==> src/rtl/i2c_buf_pkg.sv <==
package i2c_buf_pkg;

  localparam int STAT_W   = 16;
  localparam int BIT_XRUN = 11;
  localparam int BIT_ACK  = 10;
  localparam int BIT_ARB  = 9;
  localparam int BIT_BUS  = 8;
  localparam int BIT_TXE  = 7;
  localparam int BIT_RXF  = 6;
  localparam int BIT_STOP = 4;
  localparam int BIT_WAIT = 2;
  localparam int N_ERR    = 4;

  typedef struct packed {
    logic rxToData;
    logic rxToHold;
    logic holdToData;
    logic swToData;
    logic swToShift;
    logic dataToShift;
  } dpStrobe_t;

endpackage

==> src/rtl/i2c_buf_ctrl.sv <==
module i2c_buf_ctrl
  import i2c_buf_pkg::*;
(
  input  logic              clk,
  input  logic              rst_n,
  input  logic              modeMaster,
  input  logic              modeTx,
  input  logic              stretchOff,
  input  logic              engByteDone,
  input  logic              engByteNeed,
  input  logic              evAckFail,
  input  logic              evArbLost,
  input  logic              evBusErr,
  input  logic              evStopSeen,
  input  logic              swDataWr,
  input  logic              swDataRd,
  input  logic              swStatRd,
  input  logic              swStatWr,
  input  logic [STAT_W-1:0] swStatWrData,
  input  logic              swCtlWr,
  output dpStrobe_t         strb,
  output logic [STAT_W-1:0] statusWord,
  output logic              sclHold,
  output logic              forceSlave
);

  logic rxFull, rxFullN;
  logic txEmpty, txEmptyN;
  logic txFull, txFullN;
  logic byteWait, byteWaitN;
  logic stopSeen, stopArm;
  logic xrunSet;
  logic slaveNoStretch;

  // error flags: index 3 = xrun, 2 = ack, 1 = arb, 0 = bus
  logic [N_ERR-1:0] errFlags, errSet, errClr;

  assign slaveNoStretch = !modeMaster && stretchOff;

  always_comb begin
    logic rxMid;
    logic txFullMid, waitMid;
    strb      = '0;
    rxFullN   = rxFull;
    txEmptyN  = txEmpty;
    txFullN   = txFull;
    byteWaitN = byteWait;
    xrunSet   = 1'b0;
    rxMid     = rxFull;
    txFullMid = txFull;
    waitMid   = byteWait;
    if (!modeTx) begin
      if (swDataRd && rxFull) begin
        if (byteWait) begin
          strb.holdToData = 1'b1;
          waitMid         = 1'b0;
        end else begin
          rxMid = 1'b0;
        end
      end
      if (engByteDone) begin
        if (!rxMid) begin
          strb.rxToData = 1'b1;
          rxMid         = 1'b1;
        end else if (slaveNoStretch) begin
          xrunSet = 1'b1;
        end else begin
          strb.rxToHold = 1'b1;
          waitMid       = 1'b1;
        end
      end
      rxFullN   = rxMid;
      byteWaitN = waitMid;
    end else begin
      if (engByteNeed) begin
        txEmptyN = 1'b1;
        if (txFull) begin
          strb.dataToShift = 1'b1;
          txFullMid        = 1'b0;
        end else if (slaveNoStretch) begin
          xrunSet = 1'b1;
        end else begin
          waitMid = 1'b1;
        end
      end
      if (swDataWr) begin
        if (waitMid) begin
          strb.swToShift = 1'b1;
          waitMid        = 1'b0;
        end else begin
          strb.swToData = 1'b1;
          txEmptyN      = 1'b0;
          txFullMid     = 1'b1;
        end
      end
      txFullN   = txFullMid;
      byteWaitN = waitMid;
    end
  end

  assign errSet = {xrunSet, evAckFail, evArbLost, evBusErr};

  always_comb begin
    errClr = '0;
    if (swStatWr) begin
      errClr = ~{swStatWrData[BIT_XRUN], swStatWrData[BIT_ACK],
                 swStatWrData[BIT_ARB], swStatWrData[BIT_BUS]};
    end
  end

  always_ff @(posedge clk) begin
    if (!rst_n) begin
      rxFull     <= 1'b0;
      txEmpty    <= 1'b0;
      txFull     <= 1'b0;
      byteWait   <= 1'b0;
      errFlags   <= '0;
      stopSeen   <= 1'b0;
      stopArm    <= 1'b0;
      forceSlave <= 1'b0;
    end else begin
      rxFull     <= rxFullN;
      txEmpty    <= txEmptyN;
      txFull     <= txFullN;
      byteWait   <= byteWaitN;
      errFlags   <= (errFlags & ~errClr) | errSet;
      forceSlave <= evArbLost;
      if (evStopSeen && !modeMaster) begin
        stopSeen <= 1'b1;
      end else if (swCtlWr && stopArm) begin
        stopSeen <= 1'b0;
      end
      if (swCtlWr) begin
        stopArm <= 1'b0;
      end else if (swStatRd && stopSeen) begin
        stopArm <= 1'b1;
      end
    end
  end

  always_comb begin
    statusWord           = '0;
    statusWord[BIT_XRUN] = errFlags[3];
    statusWord[BIT_ACK]  = errFlags[2];
    statusWord[BIT_ARB]  = errFlags[1];
    statusWord[BIT_BUS]  = errFlags[0];
    statusWord[BIT_TXE]  = txEmpty;
    statusWord[BIT_RXF]  = rxFull;
    statusWord[BIT_STOP] = stopSeen;
    statusWord[BIT_WAIT] = byteWait;
  end

  assign sclHold = byteWait;

endmodule

==> src/rtl/i2c_buf_dp.sv <==
module i2c_buf_dp
  import i2c_buf_pkg::*;
#(
  parameter int DATA_W = 8
) (
  input  logic              clk,
  input  logic              rst_n,
  input  dpStrobe_t         strb,
  input  logic [DATA_W-1:0] engRxByte,
  input  logic [DATA_W-1:0] swWrData,
  output logic [DATA_W-1:0] rdData,
  output logic [DATA_W-1:0] txByte,
  output logic              txLoad
);

  logic [DATA_W-1:0] dataReg;
  logic [DATA_W-1:0] holdReg;

  always_ff @(posedge clk) begin
    if (!rst_n) begin
      dataReg <= '0;
      holdReg <= '0;
      txByte  <= '0;
      txLoad  <= 1'b0;
    end else begin
      txLoad <= strb.dataToShift | strb.swToShift;
      if (strb.rxToData) begin
        dataReg <= engRxByte;
      end else if (strb.holdToData) begin
        dataReg <= holdReg;
      end else if (strb.swToData) begin
        dataReg <= swWrData;
      end
      if (strb.rxToHold) begin
        holdReg <= engRxByte;
      end
      if (strb.dataToShift) begin
        txByte <= dataReg;
      end else if (strb.swToShift) begin
        txByte <= swWrData;
      end
    end
  end

  assign rdData = dataReg;

endmodule

==> src/rtl/i2c_xfer_flags.sv <==
module i2c_xfer_flags
  import i2c_buf_pkg::*;
#(
  parameter int DATA_W = 8
) (
  input  logic              clk,
  input  logic              rst_n,
  input  logic              modeMaster,
  input  logic              modeTx,
  input  logic              stretchOff,
  input  logic              engByteDone,
  input  logic [DATA_W-1:0] engRxByte,
  input  logic              engByteNeed,
  input  logic              evAckFail,
  input  logic              evArbLost,
  input  logic              evBusErr,
  input  logic              evStopSeen,
  input  logic              swDataWr,
  input  logic [DATA_W-1:0] swWrData,
  input  logic              swDataRd,
  input  logic              swStatRd,
  input  logic              swStatWr,
  input  logic [15:0]       swStatWrData,
  input  logic              swCtlWr,
  output logic [DATA_W-1:0] rdData,
  output logic [15:0]       statusWord,
  output logic [DATA_W-1:0] txByte,
  output logic              txLoad,
  output logic              sclHold,
  output logic              forceSlave
);

  dpStrobe_t strb;

  i2c_buf_ctrl ctrl_i (
    .clk(clk), .rst_n(rst_n),
    .modeMaster(modeMaster), .modeTx(modeTx), .stretchOff(stretchOff),
    .engByteDone(engByteDone), .engByteNeed(engByteNeed),
    .evAckFail(evAckFail), .evArbLost(evArbLost), .evBusErr(evBusErr),
    .evStopSeen(evStopSeen),
    .swDataWr(swDataWr), .swDataRd(swDataRd), .swStatRd(swStatRd),
    .swStatWr(swStatWr), .swStatWrData(swStatWrData), .swCtlWr(swCtlWr),
    .strb(strb), .statusWord(statusWord), .sclHold(sclHold),
    .forceSlave(forceSlave)
  );

  i2c_buf_dp #(.DATA_W(DATA_W)) dp_i (
    .clk(clk), .rst_n(rst_n), .strb(strb),
    .engRxByte(engRxByte), .swWrData(swWrData),
    .rdData(rdData), .txByte(txByte), .txLoad(txLoad)
  );

endmodule

==> config.mk <==
export PLATFORM = sky130hd
export DESIGN_NAME = i2c_xfer_flags
export DESIGN_NICKNAME = d
export VERILOG_FILES = /design/src/rtl/i2c_buf_pkg.sv /design/src/rtl/i2c_buf_ctrl.sv /design/src/rtl/i2c_buf_dp.sv /design/src/rtl/i2c_xfer_flags.sv
export SDC_FILE = /design/constraint.sdc
export NUM_CORES = 1
export LEC_CHECK = 0
export BUFFER_PORTS_ARGS = -buffer_cell sky130_fd_sc_hd__buf_2
export CAP_MARGIN = 20
export CORE_ASPECT_RATIO = 0.6
export CORE_UTILIZATION = 41
export DETAILED_ROUTE_END_ITERATION = 8
export MAX_ROUTING_LAYER = met4
export PLACE_DENSITY = 0.79
export SLEW_MARGIN = 20
export SYNTH_ARGS = -nofsm -noshare
export SYNTH_HDL_FRONTEND = slang
export SYNTH_SLANG_ARGS = --single-unit
==> constraint.sdc <==
create_clock -name clk -period 1.3 [get_ports clk]
set_input_delay 0.195 -clock clk [delete_from_list [all_inputs] [get_ports clk]]
set_output_delay 0.195 -clock clk [all_outputs]
set_load 0.01 [all_outputs]
; Yosys cells after proc, flatten, opt, wreduce, memory -nomap -nowiden
; Cells that the tools add are included.
[word_totals]
regBits = 36
latchBits = 0
ramBits = 0
romBits = 0
inputBits = 48
output_inout_bits = 35
n_memories = 0
[op_classes]
n_addsub = 0
multipliers = 0
n_div = 0
n_lt_le_gt_ge = 0
eq_ne = 0
n_shift = 0
n_mux = 47
n_bitwise = 6
reduce_logical = 10
[op_table]
columns = operator, n
row1 = 2-to-1 mux 8 bit, 5
row2 = 2-to-1 mux 1 bit, 37
row3 = NOT 4 bit, 2
row4 = 2-to-1 mux 3 bit, 2
row5 = logical AND 1 bit, 5
row6 = AND 4 bit, 1
row7 = 2-to-1 mux 2 bit, 2
row8 = 2-to-1 mux 4 bit, 1
row9 = bitwise OR 4 bit, 1
row10 = nonzero test 2 bit, 2
row11 = nonzero test 3 bit, 1
row12 = OR reduction 2 bit, 1
row13 = logical NOT 1 bit, 1
row14 = NOT 1 bit, 1
row15 = bitwise OR 1 bit, 1

; Depth between registers and ports, before layout
; Gate-level depths: netlist of run 1.
[depth]
word_depth = 12
mapped_depth = 6
depth_no_buf = 4

; Modules after synthesis
; A second synthesis of run 1 with hierarchy kept.
[hier_totals]
cells_unflattened = 198
area_unflattened_um2 = 1751.7
[by_module_without_submodules]
columns = module, n_inst, cells_per_inst, area_each_um2
row1 = i2c_buf_dp, 1, 125, 1172.4
row2 = i2c_buf_ctrl, 1, 73, 579.3

; Worst setup path before layout of run 1
; Ideal clock, no wire load.
[synth_path]
path_type = reg2reg
start = register ctrl_i.byteWait, in the netlist ctrl_i.sclHold
end = register dp_i.dataReg[0], in the netlist dp_i.rdData[0]
t_arrival_ps = 1259
t_required_ps = 1181
slack_ps = -77
path_stages_with_launch = 6
path_buffers = 1
period_less_slack_ps = 1377
cell_sequence = dfxtp_1 nand2b_4 a21o_1 buf_6 nand3_2 o221a_2
[synth_via]
elab_chain_cells = 8
word_cells_on_any_way = 18
classes_between = mux (17) / reduce/logical (1)
[synth_rtl]
columns = item, line
row1 = from (decl), i2c_buf_ctrl.sv:30  ; logic byteWait, byteWaitN;
row2 = from (signal assigned), i2c_buf_ctrl.sv:125  ; byteWait <= byteWaitN;
row3 = 2-to-1 mux 1 bit, i2c_buf_ctrl.sv:80  ; end else if (slaveNoStretch) begin
row4 = 2-to-1 mux 1 bit, i2c_buf_ctrl.sv:77  ; if (txFull) begin
row5 = 2-to-1 mux 1 bit, i2c_buf_ctrl.sv:75  ; if (engByteNeed) begin
row6 = 2-to-1 mux 1 bit, i2c_buf_ctrl.sv:52  ; if (!modeTx) begin
row7 = 2-to-1 mux 1 bit, i2c_buf_ctrl.sv:87  ; if (waitMid) begin
row8 = 2-to-1 mux 2 bit, i2c_buf_ctrl.sv:86  ; if (swDataWr) begin
row9 = 2-to-1 mux 3 bit, i2c_buf_ctrl.sv:52
row10 = nonzero test 3 bit (no source line), --
row11 = to (signal assigned), i2c_buf_dp.sv:28  ; dataReg <= engRxByte;
row12 = to (signal assigned), i2c_buf_dp.sv:30  ; dataReg <= holdReg;
row13 = to (signal assigned), i2c_buf_dp.sv:32  ; dataReg <= swWrData;
row14 = to (decl), i2c_buf_dp.sv:16  ; logic [DATA_W-1:0] dataReg;
; Several ways; a longest one is shown, not always the timed one. The select of a mux whose other input is x is not followed.
; A chain may end at the register's enable or synchronous reset.

; Final worst setup path of run 1
[layout_path]
start = register ctrl_i.byteWait, in the netlist ctrl_i.sclHold
end = register dp_i.dataReg[5], in the netlist dp_i.rdData[5]
; Same word-level chain as after synthesis.

==> results.md, run 1 <==
* Worst endpoint required time at 1.48 ns
* TritonCTS clock tree: done
* Slew Limit Fails at 0
* Worst hold path class: in -> reg
* Synth Area in XOR/XNOR at 0%
* WL met1 at 2.10 mm
* Worst vdd rail ir drop at 580 uV
* Top cells by count, synth: 36 x dfxtp_1, 17 x a21oi_1, 16 x mux2i_1
* Met3 WL at 230 um
* Most used cell, CP: buf_6
* Post-layout min period at 1.37 ns
* Worst clock skew at 0.00572 ns
* Storage cell area at 726 um^2
* CP endpoint kind: flip-flop
* DP HPWL at 3.10 mm
* N_diodes at 0
* CP cell instances: buf_6, nand3b_1, a21o_1, buf_6, o221a_2
* Initial antenna violation count at 0
* Detail-routed via count per cell at 5.22
* Global Route Usage Sum at 21.2%
* DIE AREA at 4350 um^2
* Clk network pwr share at 33.2%
* Area of the multi-input gates at 957 um^2
* # setup viols final at 8
* Post-Synth Simple-Gate Area at 13.9%
* Adder-Cell Fraction of Synth Area at 0%
* Grt total ovfl at 0
* Initial DRC count at 119
* Largest net degree at the start of global routing at 19
* Net Sw Power at 693 uW
* Layout cells sized above 1 at 50.6%
* Failing checks: DRC, setup timing
* Compound-gate portion of the synthesized area at 23.2%
* Cell Int Power at 1890 uW
* Wirelength, routed at 4.51 mm
* Largest cells by area after synthesis: dfxtp_1 43%, mux2i_1 9.6%, o221a_2 9.4%
* Post-DP Area at 2100 um^2
* Input/output buffers at 62
* EDFF count, synth at 0
* Post-Layout Inst Area at 2380 um^2
* Fin nets at 295
* Outcome: finished, violations left
* Asr flop ratio synth at 0%
* First-pass GRT wire length at 6.69 mm
* Switching Share at 26.8%
* Arrival time worst endpoint at 1.54 ns
* DR vias at 1,535
* CP Class: reg -> reg
* Syn_area_per_cell at 9.80 um^2
* Hold WS at 0.0872 ns
* Uppermost layer routed: met4
* Post-synth top area cell: dfxtp_1
* Max Fclk at 732 MHz
* Initial Utilization at 44.2%
* Worst-Skew Late Latency at 0.29 ns
* Pwr Density at 1090 nW/um^2
* Hold buffers post-CTS at 0
* CP max stage delay at 0.37 ns
* Sequential area share after synthesis at 43.0%
* Vias in the first global route at 1,359
* Yosys top cell area share at 43.0%
* Flop pwr share at 47.0%
* Root Buffer: clkbuf_8
* Critical-path top delay cell: dfxtp_4
* Synthesized flop and latch total at 36
* Post-route setup slack at -0.0667 ns
* Die Height at 51.5 um
* Mux cell area share after synthesis at 9.56%
* Clock Path Buffers at 2
* Routed len/inst at 15.3 um
* MaxCap Viol Count at 0
* Final hold vios at 0
* Yosys warnings at 0
* Routability cong. at 0.890
* Tcrit/Tclk final at 105%
* Pre-antenna DRT Iters at 6
* FP Rows at 17
* Mapped Cells at 171
* Clock-pin slew on the worst setup and hold paths at 0.07 ns
* Die X at 84.5 um
* H-tree levels at 2
* Met2 routed WL at 2.12 mm
* Layout fillers at 308
* Ports at 83
* Synthesis-to-layout area growth at 41.8%
* Detail Route Antenna Nets at 0
* Comb pwr share at 19.8%
* RSZ-0062 raised after global routing: true
* Count leader, synth: dfxtp_1
* Core box area at 3790 um^2
* Clk sinks at 36
* Worst Path Max Fanout at 6
* Ys flop type: dfxtp_1
* Largest family of logic cells by synthesized area: compound AO/OA/AOI/OAI gates
* Num CTS Buffers at 5
* Synthesized area at 1680 um^2
* CP Launch Type: flip-flop
* Synth unique cells at 37
* DRC Markers at 6
* LEAKAGE at 0.00120 uW
==> cell type report <==
cell class / count / area share (%)
inverters: 7 / 1.11
clock buffers: 7 / 4.05
multi-input cells: 114 / 40.3
repair buffers: 83 / 21.5
well taps: 47 / 2.47
flip-flops and latches: 36 / 30.5
==> logic make-up (layout without fill, tap and decap cells) <==
| group | count (synthesis) | in the layout |
|---|---|---|
| AO/OA/AOI/OAI | 52 | 52 |
| AND/OR/NAND/NOR | 38 | 38 |
| flip-flops | 36 | 36 |
| buffers and inverters | 28 | 97 |
| multiplexers | 16 | 16 |
| other | 1 | 8 |
==> routing by layer <==
| metal | track usage, % | vias to the layer above |
|---|---|---|
| met5 | - | - |
| met4 | 9.04 | 0 |
| met3 | 5.40 | 8 |
| met2 | 32.1 | 45 |
| met1 | 27.3 | 722 |
| li1 | - | 760 |
==> registers in the layout, summed over array words and instances, names as in the netlist <==
| name | flops |
|---|---|
| dp_i.rdData | 8 |
| dp_i.txByte | 8 |
| ctrl_i.txFull | 1 |
| ctrl_i.errFlags | 4 |
| ctrl_i.rxFull | 1 |
| ctrl_i.txEmpty | 1 |
| ctrl_i.sclHold | 1 |
| ctrl_i.stopArm | 1 |
| ctrl_i.stopSeen | 1 |
| dp_i.txLoad | 1 |
| ctrl_i.forceSlave | 1 |
| dp_i.holdReg | 8 |
==> critical path: cells and delay by family, from the launching register on <==
family | cells | cell delay [ns]
AOI/OAI and AO/OA | 2 | 0.48
buffers and inverters | 2 | 0.28
DFF | 1 | 0.37
and+or+nand+nor | 1 | 0.14
==> metrics by stage <==
step | TNS (ns) | setup slack, ns | power (uW) | util (%) | cells
after floorplan | 0 | 0.0216 | 1490 | - | 178
after global placement | -0.324 | -0.0566 | 1650 | 55.4 | 285
after detailed placement | -0.376 | -0.0682 | 1660 | 55.4 | 285
after CTS | -0.232 | -0.0384 | 2540 | 59.9 | 293
after global routing | -0.976 | -0.107 | 2700 | 62.8 | 294
final | -0.440 | -0.0667 | 2580 | 62.8 | 294
==> what timing repair did <==
| item | CTS | global route |
|---|---|---|
| pin swaps | 1 | 4 |
| gates resized for setup | 12 | 18 |
| setup buffers | 1 | 1 |
| setup endpoints to repair | 10 | 22 |
==> power groups by stage <==
stage               combinational [uW]  clock (uW)  sequential, uW
floorplan                          232           0            1250
global placement                   425           0            1230
detailed placement                 432           0            1230
CTS                                458         871            1210
global route                       552         929            1220
finish                             511         859            1210
==> cells in the final DEF, fill, tap and decap left out, drive strengths merged, types with 5 or more instances in the layout <==
cell type / instances
a211oi: 7
a21oi: 17
buf: 83
clkbuf: 7
conb: 8
dfxtp: 36
inv: 6
mux2i: 16
nand2: 5
nor2: 11
o21ai: 7
o221a: 14
==> path summary, 6_finish.rpt <==
| check | from | end | slack, ns | depth (start not counted) |
|---|---|---|---|---|
| setup / recovery | ctrl_i.sclHold$_SDFF_PN0_ | dp_i.rdData[5]$_SDFFE_PN0P_ | -0.07 | 5 |
| hold / removal | swCtlWr | ctrl_i.stopArm$_SDFFE_PP0P_ | 0.09 | 2 |
| setup reg to reg | ctrl_i.sclHold$_SDFF_PN0_ | dp_i.rdData[5]$_SDFFE_PN0P_ | -0.07 | 5 |
| hold reg to reg | ctrl_i.errFlags[0]$_SDFF_PN0_ | ctrl_i.errFlags[0]$_SDFF_PN0_ | 0.47 | 2 |
(Power assumes the default switching activity.)
==> run 2: changes to the inputs <==
Settings changed: RECOVER_POWER from default to 100.
==> run 2 against run 1 <==
- the run still ends with DRC, setup timing left
- final area is 1.9% lower
- sequential power is essentially flat
- routed wire length up 1.8%
- fmax decreased by 0.23%
- setup slack lost 0.0031 ns
- global-route usage is the same
- utilization decreased by 1.2 points
- combinational power is 4% lower
- clock power up 0.6%
- first-iteration DRC count decreased by 27%
- die area unchanged
- via count down 0.13%
- critical endpoint unchanged
==> results.md, run 2 (synthesis results as in run 1) <==
* Largest net degree at the start of global routing at 19 (unchanged)
* Worst vdd rail ir drop at 576 uV (-0.75%)
* Ports at 83 (unchanged)
* Worst-Margin Slew at 0.542 ns
* Fin nets at 295 (unchanged)
* Post-DP Area at 2100 um^2 (unchanged)
* Clock-pin slew on the worst setup and hold paths at 0.07 ns (about the same)
* CP Launch Type: flip-flop
* Worst-Skew Late Latency at 0.29 ns (about the same)
* Clock Path Buffers at 2 (unchanged)
* Worst endpoint required time at 1.48 ns (about the same)
* TritonCTS clock tree: done
* Clk sinks at 36 (unchanged)
* First-pass GRT wire length at 6.69 mm (unchanged)
* Worst r2r src: ctrl_i.sclHold$_SDFF_PN0_
* Worst hold path class: in -> reg
* DIE AREA at 4350 um^2 (unchanged)
* MaxCap Viol Count at 0 (unchanged)
* CP endpoint: dp_i.rdData[5]$_SDFFE_PN0P_
* R2R Path End: dp_i.rdData[5]$_SDFFE_PN0P_
* Commonest non-fill, non-tap cell in the layout: buf_2
* Pre-antenna DRT Iters at 6 (unchanged)
* Worst Path Max Fanout at 6 (unchanged)
* Pwr Density at 1100 nW/um^2 (+1.5%)
* Core box area at 3790 um^2 (unchanged)
* Routability cong. at 0.890 (unchanged)
* Detail-routed via count per cell at 5.21 (-0.13%)
* Post-layout min period at 1.37 ns (+0.00311 ns)
* R2R Setup Slk at -0.07 ns (about the same)
* Crit path from: ctrl_i.sclHold$_SDFF_PN0_
* Wirelength, routed at 4.59 mm (+1.8%)
* Hold buffers post-CTS at 0 (unchanged)
* CP Class: reg -> reg
* Relative slew slack at 63.8%
* H-tree levels at 2 (unchanged)
* Slew Limit Fails at 0 (unchanged)
* Failing checks: DRC, setup timing
* Cells on worst reg2reg path at 5 (unchanged)
* Final setup TNS at -0.461 ns (-0.0208 ns)
* CP endpoint kind: flip-flop
* Arrival time worst endpoint at 1.55 ns (about the same)
* LEAKAGE at 0.00109 uW (-8.8%)
* Layout cells sized above 1 at 39.7% (-11 points)
* DRC Markers at 6 (unchanged)
* Die Height at 51.5 um (unchanged)
* Post-route setup slack at -0.0698 ns (-0.00311 ns)
* DP HPWL at 3.10 mm (unchanged)
* Vias in the first global route at 1,359 (unchanged)
* Place WS at -0.0682 ns (unchanged)
* Grt total ovfl at 0 (unchanged)
* Outcome: finished, violations left
* Max Fclk at 730 MHz (-0.23%)
* Initial antenna violation count at 0 (unchanged)
* Tcrit/Tclk final at 105% (+0.24 points)
* Initial DRC count at 87 (-27%)
* N_diodes at 0 (unchanged)
* Routed len/inst at 15.6 um (+1.8%)
* Detail Route Antenna Nets at 0 (unchanged)
* Synthesis-to-layout area growth at 39.1%
* Die X at 84.5 um (unchanged)
* # setup viols final at 10 (+2)
* DR vias at 1,533 (-0.13%)
* Input/output buffers at 62 (unchanged)
* Worst clock skew at 0.00502 ns (-0.000705 ns)
* Initial Utilization at 44.2% (unchanged)
* FP Rows at 17 (unchanged)
* Num CTS Buffers at 5 (unchanged)
* Final hold vios at 0 (unchanged)
* Commonest cells after routing, fill and taps aside: 37 x buf_2, 34 x dfxtp_1, 27 x clkbuf_1
* Post-Layout Inst Area at 2330 um^2 (-1.9%)
* Global Route Usage Sum at 21.2% (unchanged)
* Root Buffer: clkbuf_8
* RSZ-0062 raised after global routing: true
## run 2: changes by cell type in the layout (fill, tap and decap cells not counted)
| cell | change |
|---|---|
| clkbuf_1 | +27 |
| buf_2 | -25 |
| buf_4 | -2 |
| buf_6 | -1 |
| clkbuf_2 | +1 |
## run 2: metrics by stage
| stage | hold WS, ns | power, uW | utilization [%] | instances |
|---|---|---|---|---|
| floorplan | 0.274 | 1490 | - | 178 |
| global placement | 0.375 | 1650 | 55.4 | 285 |
| detailed placement | 0.386 | 1660 | 55.4 | 285 |
| CTS | 0.0770 | 2540 | 59.9 | 293 |
| global route | 0.0793 | 2680 | 61.6 | 294 |
| finish | 0.0828 | 2570 | 61.6 | 294 |
## run 2: layer usage
| metal | up-vias | part of all wire (%) | GRT usage, % |
|---|---|---|---|
| met1 | 721 | 47 | 27.3 |
| met5 | - | 0 | - |
| met3 | 11 | 4.7 | 5.40 |
| met4 | 0 | 1.6 | 9.04 |
| li1 | 762 | - | - |
| met2 | 39 | 46 | 32.1 |
## run 2: what timing repair did
item / CTS / global route
buffers inserted: 1 / 1
setup endpoints to repair: 10 / 22
gates resized for setup: 12 / 18
pin swaps: 1 / 4
## run 2: cell type report
cell class	count	area, um^2
Timing Repair Buffer	83	467
Inverter	7	26.3
Clock buffer	7	96.3
Multi-Input combinational cell	114	957
Fill cell	331	1460
Sequential cell	36	726
Tap cell	47	58.8
## run 2: power breakdown
group	internal, uW	total [uW]	leakage, uW	switching, uW
clock	472	864	0.0000503	392
combinational	233	492	0.000744	259
sequential	1170	1220	0.000296	50.5
total	1870	2570	0.00109	702
## run 2: worst min path at each step
stage / startpoint / end / cells past startpoint
2_1_floorplan: swCtlWr / ctrl_i.stopArm$_SDFFE_PP0P_ / 1
5_1_grt: swCtlWr / ctrl_i.stopArm$_SDFFE_PP0P_ / 2
3_5_place_dp: swCtlWr / ctrl_i.stopArm$_SDFFE_PP0P_ / 2
3_3_place_gp: swCtlWr / ctrl_i.stopArm$_SDFFE_PP0P_ / 2
4_1_cts: swCtlWr / ctrl_i.stopArm$_SDFFE_PP0P_ / 2
6_report: swCtlWr / ctrl_i.stopArm$_SDFFE_PP0P_ / 2
## run 2: critical path, cell delays in order, from the launching register on
cell and delay, ns:
dfxtp_4 0.37, buf_6 0.12, nand3b_1 0.14, a21o_1 0.22
buf_6 0.16, o221a_2 0.26
